### config.mk
export PLATFORM = sky130hd
export DESIGN_NAME = ep_permute_pad
export DESIGN_NICKNAME = d
export VERILOG_FILES = /design/src/rtl/ep_pkg.sv /design/src/rtl/ep_offsets.sv /design/src/rtl/ep_map.sv /design/src/rtl/ep_permute_pad.sv
export SDC_FILE = /design/constraint.sdc
export NUM_CORES = 1
export LEC_CHECK = 0
export BUFFER_PORTS_ARGS = -buffer_cell sky130_fd_sc_hd__buf_2
export CAP_MARGIN = 5
export CELL_PAD_IN_SITES_DETAIL_PLACEMENT = 1
export CELL_PAD_IN_SITES_GLOBAL_PLACEMENT = 1
export CORE_AREA = 2 2 257 259
export CTS_CLUSTER_DIAMETER = 30
export CTS_CLUSTER_SIZE = 16
export DETAILED_ROUTE_END_ITERATION = 12
export DIE_AREA = 0 0 259 261
export GPL_TIMING_DRIVEN = 0
export PLACE_DENSITY_LB_ADDON = 0.1
export SLEW_MARGIN = 10
export SYNTH_ARGS = -nofsm -noshare
export SYNTH_HDL_FRONTEND = slang
export SYNTH_SLANG_ARGS = --single-unit
### constraint.sdc
create_clock -name clk -period 8.35 [get_ports clk]
set_input_delay 1.67 -clock clk [delete_from_list [all_inputs] [get_ports clk]]
set_output_delay 1.67 -clock clk [all_outputs]
set_load 0.01 [all_outputs]
### src/rtl/ep_pkg.sv
package ep_pkg;
   typedef enum logic [1:0] {
      ST_IDLE = 2'd0,
      ST_FWD  = 2'd1,
      ST_PAD  = 2'd2,
      ST_REV  = 2'd3
   } ep_state_t;
endpackage

### src/rtl/ep_offsets.sv
module ep_offsets #(
   parameter int NUM_EXP = 8,
   parameter int CNT_W   = 7,
   parameter int ADDR_W  = 8,
   parameter int ALIGN   = 16
) (
   input  logic [CNT_W-1:0]  cnt       [NUM_EXP],
   output logic [ADDR_W-1:0] seg_base  [NUM_EXP],
   output logic [ADDR_W-1:0] seg_len   [NUM_EXP],
   output logic [ADDR_W-1:0] total_tok
);
   localparam int LG = (ALIGN > 1) ? $clog2(ALIGN) : 0;

   logic [ADDR_W-1:0] acc_base [NUM_EXP+1];
   logic [ADDR_W-1:0] acc_tok  [NUM_EXP+1];

   assign acc_base[0] = '0;
   assign acc_tok[0]  = '0;

   for (genvar e = 0; e < NUM_EXP; e++) begin : g_exp
      logic [ADDR_W-1:0] ext;
      assign ext = ADDR_W'(cnt[e]);
      if (ALIGN == 1) begin : g_plain
         assign seg_len[e] = ext;
      end else begin : g_round
         assign seg_len[e] = ((ext + ADDR_W'(ALIGN - 1)) >> LG) << LG;
      end
      assign seg_base[e]   = acc_base[e];
      assign acc_base[e+1] = acc_base[e] + seg_len[e];
      assign acc_tok[e+1]  = acc_tok[e] + ext;
   end

   assign total_tok = acc_tok[NUM_EXP];
endmodule

### src/rtl/ep_map.sv
module ep_map #(
   parameter int IDX_W  = 6,
   parameter int ADDR_W = 8
) (
   input  logic              clk,
   input  logic              we,
   input  logic [IDX_W-1:0]  widx,
   input  logic [ADDR_W-1:0] wdata,
   input  logic [IDX_W-1:0]  ridx,
   output logic [ADDR_W-1:0] rdata
);
   localparam int DEPTH = 1 << IDX_W;

   logic [ADDR_W-1:0] mem [DEPTH];

   always_ff @(posedge clk) begin
      if (we) mem[widx] <= wdata;
   end

   assign rdata = mem[ridx];
endmodule

### src/rtl/ep_permute_pad.sv
module ep_permute_pad
   import ep_pkg::*;
#(
   parameter int NUM_EXP = 8,
   parameter int DATA_W  = 32,
   parameter int MAX_TOK = 64,
   parameter int ALIGN   = 16,
   localparam int EXP_W  = $clog2(NUM_EXP),
   localparam int TOK_W  = $clog2(MAX_TOK),
   localparam int CNT_W  = $clog2(MAX_TOK + 1),
   localparam int ADDR_W = $clog2(MAX_TOK + NUM_EXP * (ALIGN - 1) + 1)
) (
   input  logic              clk,
   input  logic              rst_n,
   input  logic              cnt_we,
   input  logic [EXP_W-1:0]  cnt_expert,
   input  logic [CNT_W-1:0]  cnt_value,
   input  logic              start,
   input  logic              mode,
   input  logic              tok_valid,
   input  logic [EXP_W-1:0]  tok_expert,
   input  logic [DATA_W-1:0] tok_data,
   output logic              busy,
   output logic              out_valid,
   output logic              out_pad,
   output logic [ADDR_W-1:0] out_addr,
   output logic [TOK_W-1:0]  out_tok,
   output logic [DATA_W-1:0] out_data
);
   if (NUM_EXP < 2 || (NUM_EXP & (NUM_EXP - 1)) != 0) begin : g_bad_exp
      $error("NUM_EXP must be a power of two of at least 2");
   end
   if (ALIGN < 1 || (ALIGN & (ALIGN - 1)) != 0) begin : g_bad_align
      $error("ALIGN must be a power of two");
   end
   if (MAX_TOK < 2) begin : g_bad_tok
      $error("MAX_TOK must be at least 2");
   end

   localparam logic [EXP_W-1:0] LAST_E = EXP_W'(NUM_EXP - 1);

   ep_state_t         state;
   logic [CNT_W-1:0]  counts   [NUM_EXP];
   logic [ADDR_W-1:0] fill     [NUM_EXP];
   logic [ADDR_W-1:0] seg_base [NUM_EXP];
   logic [ADDR_W-1:0] seg_len  [NUM_EXP];
   logic [ADDR_W-1:0] total_tok;
   logic [ADDR_W-1:0] idx;
   logic [EXP_W-1:0]  pe;
   logic [ADDR_W-1:0] tok_dst;
   logic [ADDR_W-1:0] seg_lo, seg_hi;
   logic [ADDR_W-1:0] map_rdata;
   logic              run_end;
   logic              map_we;

   ep_offsets #(
      .NUM_EXP(NUM_EXP), .CNT_W(CNT_W), .ADDR_W(ADDR_W), .ALIGN(ALIGN)
   ) u_offsets (
      .cnt(counts), .seg_base(seg_base), .seg_len(seg_len), .total_tok(total_tok)
   );

   assign run_end = (idx == total_tok);
   assign seg_lo  = seg_base[tok_expert];
   assign seg_hi  = seg_lo + seg_len[tok_expert];
   assign tok_dst = seg_lo + fill[tok_expert];
   assign map_we  = (state == ST_FWD) && !run_end && tok_valid;
   assign busy    = (state != ST_IDLE);

   ep_map #(.IDX_W(TOK_W), .ADDR_W(ADDR_W)) u_map (
      .clk(clk), .we(map_we), .widx(idx[TOK_W-1:0]), .wdata(tok_dst),
      .ridx(idx[TOK_W-1:0]), .rdata(map_rdata)
   );

   always_ff @(posedge clk) begin
      if (!rst_n) begin
         state     <= ST_IDLE;
         idx       <= '0;
         pe        <= '0;
         out_valid <= 1'b0;
         out_pad   <= 1'b0;
         out_addr  <= '0;
         out_tok   <= '0;
         out_data  <= '0;
         for (int e = 0; e < NUM_EXP; e++) begin
            counts[e] <= '0;
            fill[e]   <= '0;
         end
      end else begin
         out_valid <= 1'b0;
         out_pad   <= 1'b0;
         case (state)
            ST_IDLE: begin
               if (cnt_we) counts[cnt_expert] <= cnt_value;
               if (start) begin
                  idx <= '0;
                  pe  <= '0;
                  if (mode) begin
                     state <= ST_REV;
                  end else begin
                     state <= ST_FWD;
                     for (int e = 0; e < NUM_EXP; e++) fill[e] <= '0;
                  end
               end
            end
            ST_FWD: begin
               if (run_end) begin
                  state <= ST_PAD;
               end else if (tok_valid) begin
                  out_valid          <= 1'b1;
                  out_addr           <= tok_dst;
                  out_data           <= tok_data;
                  out_tok            <= idx[TOK_W-1:0];
                  fill[tok_expert]   <= fill[tok_expert] + 1'b1;
                  idx                <= idx + 1'b1;
               end
            end
            ST_PAD: begin
               if (fill[pe] < seg_len[pe]) begin
                  out_valid <= 1'b1;
                  out_pad   <= 1'b1;
                  out_addr  <= seg_base[pe] + fill[pe];
                  out_data  <= '0;
                  out_tok   <= '0;
                  fill[pe]  <= fill[pe] + 1'b1;
               end else if (pe == LAST_E) begin
                  state <= ST_IDLE;
               end else begin
                  pe <= pe + 1'b1;
               end
            end
            ST_REV: begin
               if (run_end) begin
                  state <= ST_IDLE;
               end else begin
                  out_valid <= 1'b1;
                  out_addr  <= map_rdata;
                  out_tok   <= idx[TOK_W-1:0];
                  out_data  <= '0;
                  idx       <= idx + 1'b1;
               end
            end
            default: state <= ST_IDLE;
         endcase
      end
   end

   // an accepted token lands inside its expert's segment
   p_fwd_in_seg_r1: assert property (@(posedge clk) disable iff (!rst_n)
      map_we |=> (out_valid && out_addr >= $past(seg_lo) && out_addr < $past(seg_hi)));

   // the fill pointer never runs past the padded segment length
   for (genvar e = 0; e < NUM_EXP; e++) begin : g_chk
      p_fill_cap_r2: assert property (@(posedge clk) disable iff (!rst_n)
         (state == ST_FWD || state == ST_PAD) |-> (fill[e] <= seg_len[e]));
   end

   // pad rows carry an all-zero payload
   p_pad_zero_r3: assert property (@(posedge clk) disable iff (!rst_n)
      (out_valid && out_pad) |-> (out_data == '0));

   // rows appear only during a pass
   p_busy_out_r8: assert property (@(posedge clk) disable iff (!rst_n)
      out_valid |-> busy);

   // nothing is emitted in the cycle after the idle state
   p_idle_silent_r9: assert property (@(posedge clk) disable iff (!rst_n)
      (state == ST_IDLE) |=> !out_valid);
endmodule

## Word level (Yosys, flattened, before mapping)

Memory sizes are Yosys's and may differ from the RTL's. A register that Yosys moved wholly into a read port is not among the register bits.
Cells that the tools add are included.

- Magnitude comparators: 5
- Eq/ne operators: 15
- Reduce and logical (&&, ||, !) cells: 16
- Bitwise operators: 11
- Mux-type cells: 80
- $add $sub $neg: 27

Operators with widths:

| operator | number |
|---|---|
| 8-bit two-way mux | 24 |
| 32-bit two-way mux | 4 |
| 32-bit case mux with 3 select lines | 1 |
| 8-bit binary-select mux with 3-bit select | 3 |
| 7-bit by 4-bit adder with 8-bit output (second input constant) | 8 |
| 8-bit adder | 8 |
| 56-bit bitwise mux | 1 |
| 8-bit by 7-bit adder with 8-bit output | 6 |
| 8-bit case mux with 3 select lines | 2 |
| 6-bit two-way mux | 6 |
| 8-bit by 1-bit adder with 8-bit output (second input constant) | 3 |
| 7-bit demux with 3-bit select | 1 |
| 3-bit two-way mux | 7 |
| 1-bit two-way mux | 20 |
| 2-bit inequality test (second input constant) | 10 |
| 6-bit case mux with 3 select lines | 1 |
| 8-bit OR reduction | 2 |
| 5-bit AND reduction | 3 |
| 4-bit greater-or-equal comparator (second input constant) | 3 |
| 2-bit two-way mux | 6 |
| 3-bit inverter with 4-bit output | 3 |
| 7-bit by 7-bit adder with 8-bit output | 1 |
| 8-bit == test | 1 |
| 8-bit less-than comparator | 1 |
| other kinds (17) | 29 |

- Register bits: 117
- RAM bits: 576
- Memories kept: 2
- Output and inout port bits: 49
- Input port bits: 51

Memory list:

| name | depth | bits a word | read ports | clocked after memory_dff | wr ports | RTL line | RTL |
|---|---|---|---|---|---|---|---|
| u_map.mem | 64 | 8 | 1 | 1 | 1 | ep_map.sv:14 | `logic [ADDR_W-1:0] mem [DEPTH];` |
| fill | 8 | 8 | 2 | 1 | 8 | ep_permute_pad.sv:44 | `logic [ADDR_W-1:0] fill [NUM_EXP];` |

## Depth between registers and ports, before layout

- Depth in word-level cells: 15
- Mapped depth: 28

## Cells and area by module

From an unflattened synthesis, not the netlist that was laid out.

- Cell total of the unflattened synthesis: 2251
- Area, all modules: 33586.0 um^2

Modules (own cells, without submodules):

| module | instances | seq. area each (um^2) | area an instance (um^2) | cells each |
|---|---|---|---|---|
| ep_map | 1 | 15374.7 | 20001.7 | 932 |
| ep_permute_pad | 1 | 4324.1 | 10687.8 | 994 |
| ep_offsets | 1 | 0.0 | 2896.5 | 325 |

## Worst setup path before layout

No wires, ideal clock.

- Path type: register -> register
- Start: register counts[49] (netlist name)
- End: memory u_map.mem[0][6], data pin
- Slack: 0.644 ns
- Arrival: 7.164 ns
- Period minus slack after synthesis: 7.706 ns
- Stages on the path, launching flop included: 16
- Data required time: 7.808 ns
- Buffers on the path: 0
- Cells stage by stage: dfxtp_1 -> nor4_1 -> xnor2_1 -> inv_1 -> ha_1 -> fa_1 -> fa_1 -> fa_1 -> fa_1 -> fa_1 -> fa_1 -> mux4_2 -> nand2_1 -> o21ai_0 -> fa_1 -> xor2_1

- Cells in the longest elaborated chain, start to end: 11

RTL lines:

| item | RTL line | RTL |
|---|---|---|
| start, declared | ep_permute_pad.sv:43 | `logic [CNT_W-1:0] counts [NUM_EXP];` |
| start signal, assigned by index | ep_permute_pad.sv:93 | `if (cnt_we) counts[cnt_expert] <= cnt_value;` |
| 7-bit by 4-bit adder with 8-bit output (*) | ep_offsets.sv:26 | `assign seg_len[e] = ((ext + ADDR_W'(ALIGN - 1)) >> LG) << LG;` |
| 8-bit adder (6 in series) | ep_offsets.sv:29 | `assign acc_base[e+1] = acc_base[e] + seg_len[e];` |
| 8-bit binary-select mux with 3-bit select (*) | ep_permute_pad.sv:63 | `assign seg_lo = seg_base[tok_expert];` |
| 8-bit two-way mux (implied by the code) (*) (2 in series) | ep_permute_pad.sv:63 |  |
| 8-bit adder (*) | ep_permute_pad.sv:65 | `assign tok_dst = seg_lo + fill[tok_expert];` |
| named net tok_dst[6] | ep_permute_pad.sv:50 | `logic [ADDR_W-1:0] tok_dst;` |
| end, declared | ep_map.sv:14 |  |

The timed path passes the listed nets; every way through them passes the cells marked *. The select of a mux whose other input is x is not followed.

## Worst setup path in the final report

- Start: register counts[49] (netlist name)
- End: memory u_map.mem[16][7], data pin

Same word-level chain as after synthesis.

==> impl_metrics.csv <==
group,metric,value,unit
setup_path,critical_path.endpoint_type,"flip-flop",
drt,antenna_left,0,
drt,drc_errors,0,
floorplan,rows,94,
place,placement.cell_area,33200,um2
global_route,grt_pass1_vias,20700,
clock_tree,cts_hold_buf,0,
clock_tree,clock_path_buffers,3,
setup_path,cp.required,8.83,ns
setup_path,cp.arrival,8.45,ns
yosys,syn_inst,2006,
yosys,yosysMostFrequentCell,"edfxtp_1",
status,status,"complete, no violations",
finish,nNetsFinal,2387,
global_route,grt-ovfl-total,0,
power_and_ir_drop,leakage,0.01333,uW
sta,skew,0.03700,ns
yosys,synth_seq_cells,702,
global_route,antenna_found_initial,2,
hold_path,hold_start,"out_data[4]",
finish,diodes,0,
clock_tree,ctsHtreeMaxLevel,4,
finish,layout-drive-gt1-share,25.26,%
clock_tree,cts.sinks,702,
sta,slew_headroom,15.76,%
clock_tree,clk_latency,0.73,ns
hold_path,holdPathStages,2,
yosys,syn_nets,2143,
floorplan,die_area,67600,um2
setup_path,r2r_start,"counts[49]",
clock_tree,cts-root-buf,"clkbuf_16",
floorplan,die_h,261,um
sta,hold_viol_final,0,
hold_path,holdPathEnd,"out_data[4]",
yosys,synth_top_area_share,54.89,%
power_and_ir_drop,p_per_area,287.6,nW/um2
yosys,seq_area_frac_synth,62.89,%
sta,maxSlewViolCount,0,
sta,setup_viol,0,
drt,routedWlPerCell,29.14,um
floorplan,fp.dieW,259,um
sta,post-route-period-util,95.52,%
floorplan,initial_core_util,48.45,%
floorplan,core_area,65040,um2
finish,fin_area,38280,um2
yosys,ys_types,72,
setup_path,worst_r2r_path_depth,24,
drt,via_per_inst,5.998,
floorplan,pin_count,100,
setup_path,regToRegEndpoint,"u_map.mem[16][7]",
global_route,grt_start_max_net_pins,68,
clock_tree,numCtsBuffers,143,
yosys,synth_area,31510,um2
setup_path,path_class,"reg -> reg",
setup_path,rrSetupSlack,0.37,ns
hold_path,min_path_type,"reg -> reg",
place,dp_hpwl,62.43,mm
yosys,synth_area_leaders,"edfxtp_1, mux4_2, dfxtp_1",
place,gp_congestion,0.8919,
sta,rsz0062_at_grt,"false",
yosys,ys_top_cells_by_count,"edfxtp_1, nor2_1, mux4_2",
finish,syn_to_final_growth,21.46,%
global_route,grt_usage,28.65,%
yosys,ys.flop_type,"edfxtp_1",
sta,timing.final.crit_period,7.976,ns
power_and_ir_drop,ir_drop,0.0002118,V
yosys,synth_edf_count,576,
drt,drtIter0Drc,1781,
clock_tree,cts_tree,"yes",
yosys,synth.largest_area_cell,"edfxtp_1",
yosys,ys.warnings.count,0,
place,dp_slack,-0.4575,ns
yosys,ys_async_sr_fraction,0,%
yosys,syn_avg_cell_area,15.71,um2
global_route,grt_pass1_wl,139.2,mm
flow_run,maxCapViolCount,0,
place,portBuffers,90,
setup_path,worstSetupStartpoint,"counts[49]",
setup_path,path_max_fanout,16,
sta,fmax,125.4,MHz
clock_tree,clk_pin_slew,0.04,ns
sta,tightest_slew,1.264,ns
drt,dr_total_vias,19403,
sta,fin_ws,0.3739,ns
drt,routed_wl,94.26,mm
setup_path,cp-start-kind,"flip-flop",
drt,firstDrtPassIters,5,
[flip-flops by register name, indices dropped and copies added (netlist names), named ones only]
signal / count
counts: 56
out_addr: 8
pe: 3
out_valid: 1
out_tok: 6
idx: 8
state: 2
out_data: 32
out_pad: 1
u_map.mem: 512
fill: 64
[per-stage QoR]
step / hold slack (ns) / utilization, % / instances / total power (uW) / TNS, ns
detailed placement: 0.4450 / 51.05 / 2965 / 5296 / -28.90
floorplan: 0.4762 / - / 2006 / 4806 / 0
CTS: 0.4503 / 58.74 / 3234 / 11070 / 0
global placement: 0.4369 / 50.81 / 2960 / 5206 / -162.79
global route: 0.4716 / 58.85 / 3235 / 11340 / 0
finish: 0.4467 / 58.85 / 3235 / 11010 / 0
[what timing repair did]
action / CTS / global route
pin swaps: 2 / 0
endpoints found under the setup margin: 64 / 65
buffers inserted: 1 / 0
resized for setup: 2 / 11
gates cloned: 2 / 1
[critical path: stages, from the launching register on]
cell	delay (ns)
dfxtp_1	0.36
nor4_2	0.39
xnor2_2	0.23
inv_1	0.09
ha_1	0.23
fa_1	0.69
fa_1	0.55
fa_1	0.60
fa_1	0.44
xnor2_1	0.31
inv_1	0.09
ha_1	0.34
xor2_1	0.32
ha_1	0.32
xor2_1	0.18
mux4_2	0.47
nand2_1	0.08
o21ai_0	0.13
ha_1	0.43
a21oi_2	0.25
nor2b_1	0.08
a21boi_0	0.17
a2111oi_4	0.32
buf_4	0.26
and3_4	0.42
[layer usage]
metal  wire length (um)  up-vias  global-route usage, %  part of all wire (%)
met4               3332        0                  11.30                   3.5
met2              46930      815                  47.57                    50
met1              37650    10171                  37.62                    40
met5                  0        -                      0                     0
met3               6345      191                  5.459                   6.7
li1                   -     8226                      -                     -
[logic make-up (layout without fill, tap and decap cells)]
| group | count (synthesis) | after routing | share of synthesized area [%] |
|---|---|---|---|
| mux | 294 | 294 | 17.48 |
| simple gates | 491 | 494 | 6.976 |
| fa+ha+maj | 86 | 86 | 4.534 |
| compound gates | 179 | 179 | 3.585 |
| xor+xnor | 73 | 73 | 2.231 |
| buf+inv | 181 | 543 | 2.303 |
| flops | 702 | 702 | 62.89 |
[worst max-delay path by stage]
stage                     slack, ns                to  cells past startpoint
final                          0.37  u_map.mem[16][7]                     24
after floorplan                0.64   u_map.mem[0][6]                     15
after global routing           0.04  u_map.mem[16][7]                     25
after CTS                      0.03  u_map.mem[24][7]                     27
after global placement        -2.09  u_map.mem[56][6]                     19
after detailed placement      -0.46  u_map.mem[43][7]                     26
[cell usage in the layout, fill, tap and decap left out, types with 8 or more instances in the layout]
cell / netlist / layout
mux4_2: 204 / 204
clkinvlp_4: 0 / 15
nor2b_1: 12 / 12
xnor2_1: 46 / 43
mux2_2: 11 / 8
dfxtp_1: 126 / 126
o21ai_0: 37 / 36
edfxtp_1: 576 / 576
bufinv_16: 0 / 17
a21oi_1: 71 / 70
a22oi_1: 16 / 16
clkinv_16: 0 / 9
buf_1: 20 / 14
clkinv_1: 3 / 17
xor2_1: 22 / 19
fa_1: 47 / 46
ha_1: 39 / 38
clkbuf_16: 0 / 144
mux2i_1: 79 / 79
buf_2: 11 / 104
nor2_1: 224 / 224
o211ai_1: 10 / 10
nand3_1: 63 / 63
clkinv_2: 0 / 25
nand2_1: 121 / 121
a21o_1: 10 / 10
inv_1: 68 / 67
nor3_1: 12 / 12
clkbuf_1: 74 / 98
[layout make-up]
class	instances	area (um2)
Buffer	110	466.7
Clock buffer	172	3749
Multi-Input combinational cell	1126	11090
Inverter	71	266.5
Timing Repair Buffer	96	580.6
Clock inverter	94	1220
Sequential cell	702	19820
Fill cell	5952	26760
Tap cell	864	1081
[power by group]
group          switching [uW]  internal, uW
registers                49.4          4070
clock network            1980          3770
logic                     780           366
total                    2810          8200
Note: power is estimated with default switching activity, not from simulation.
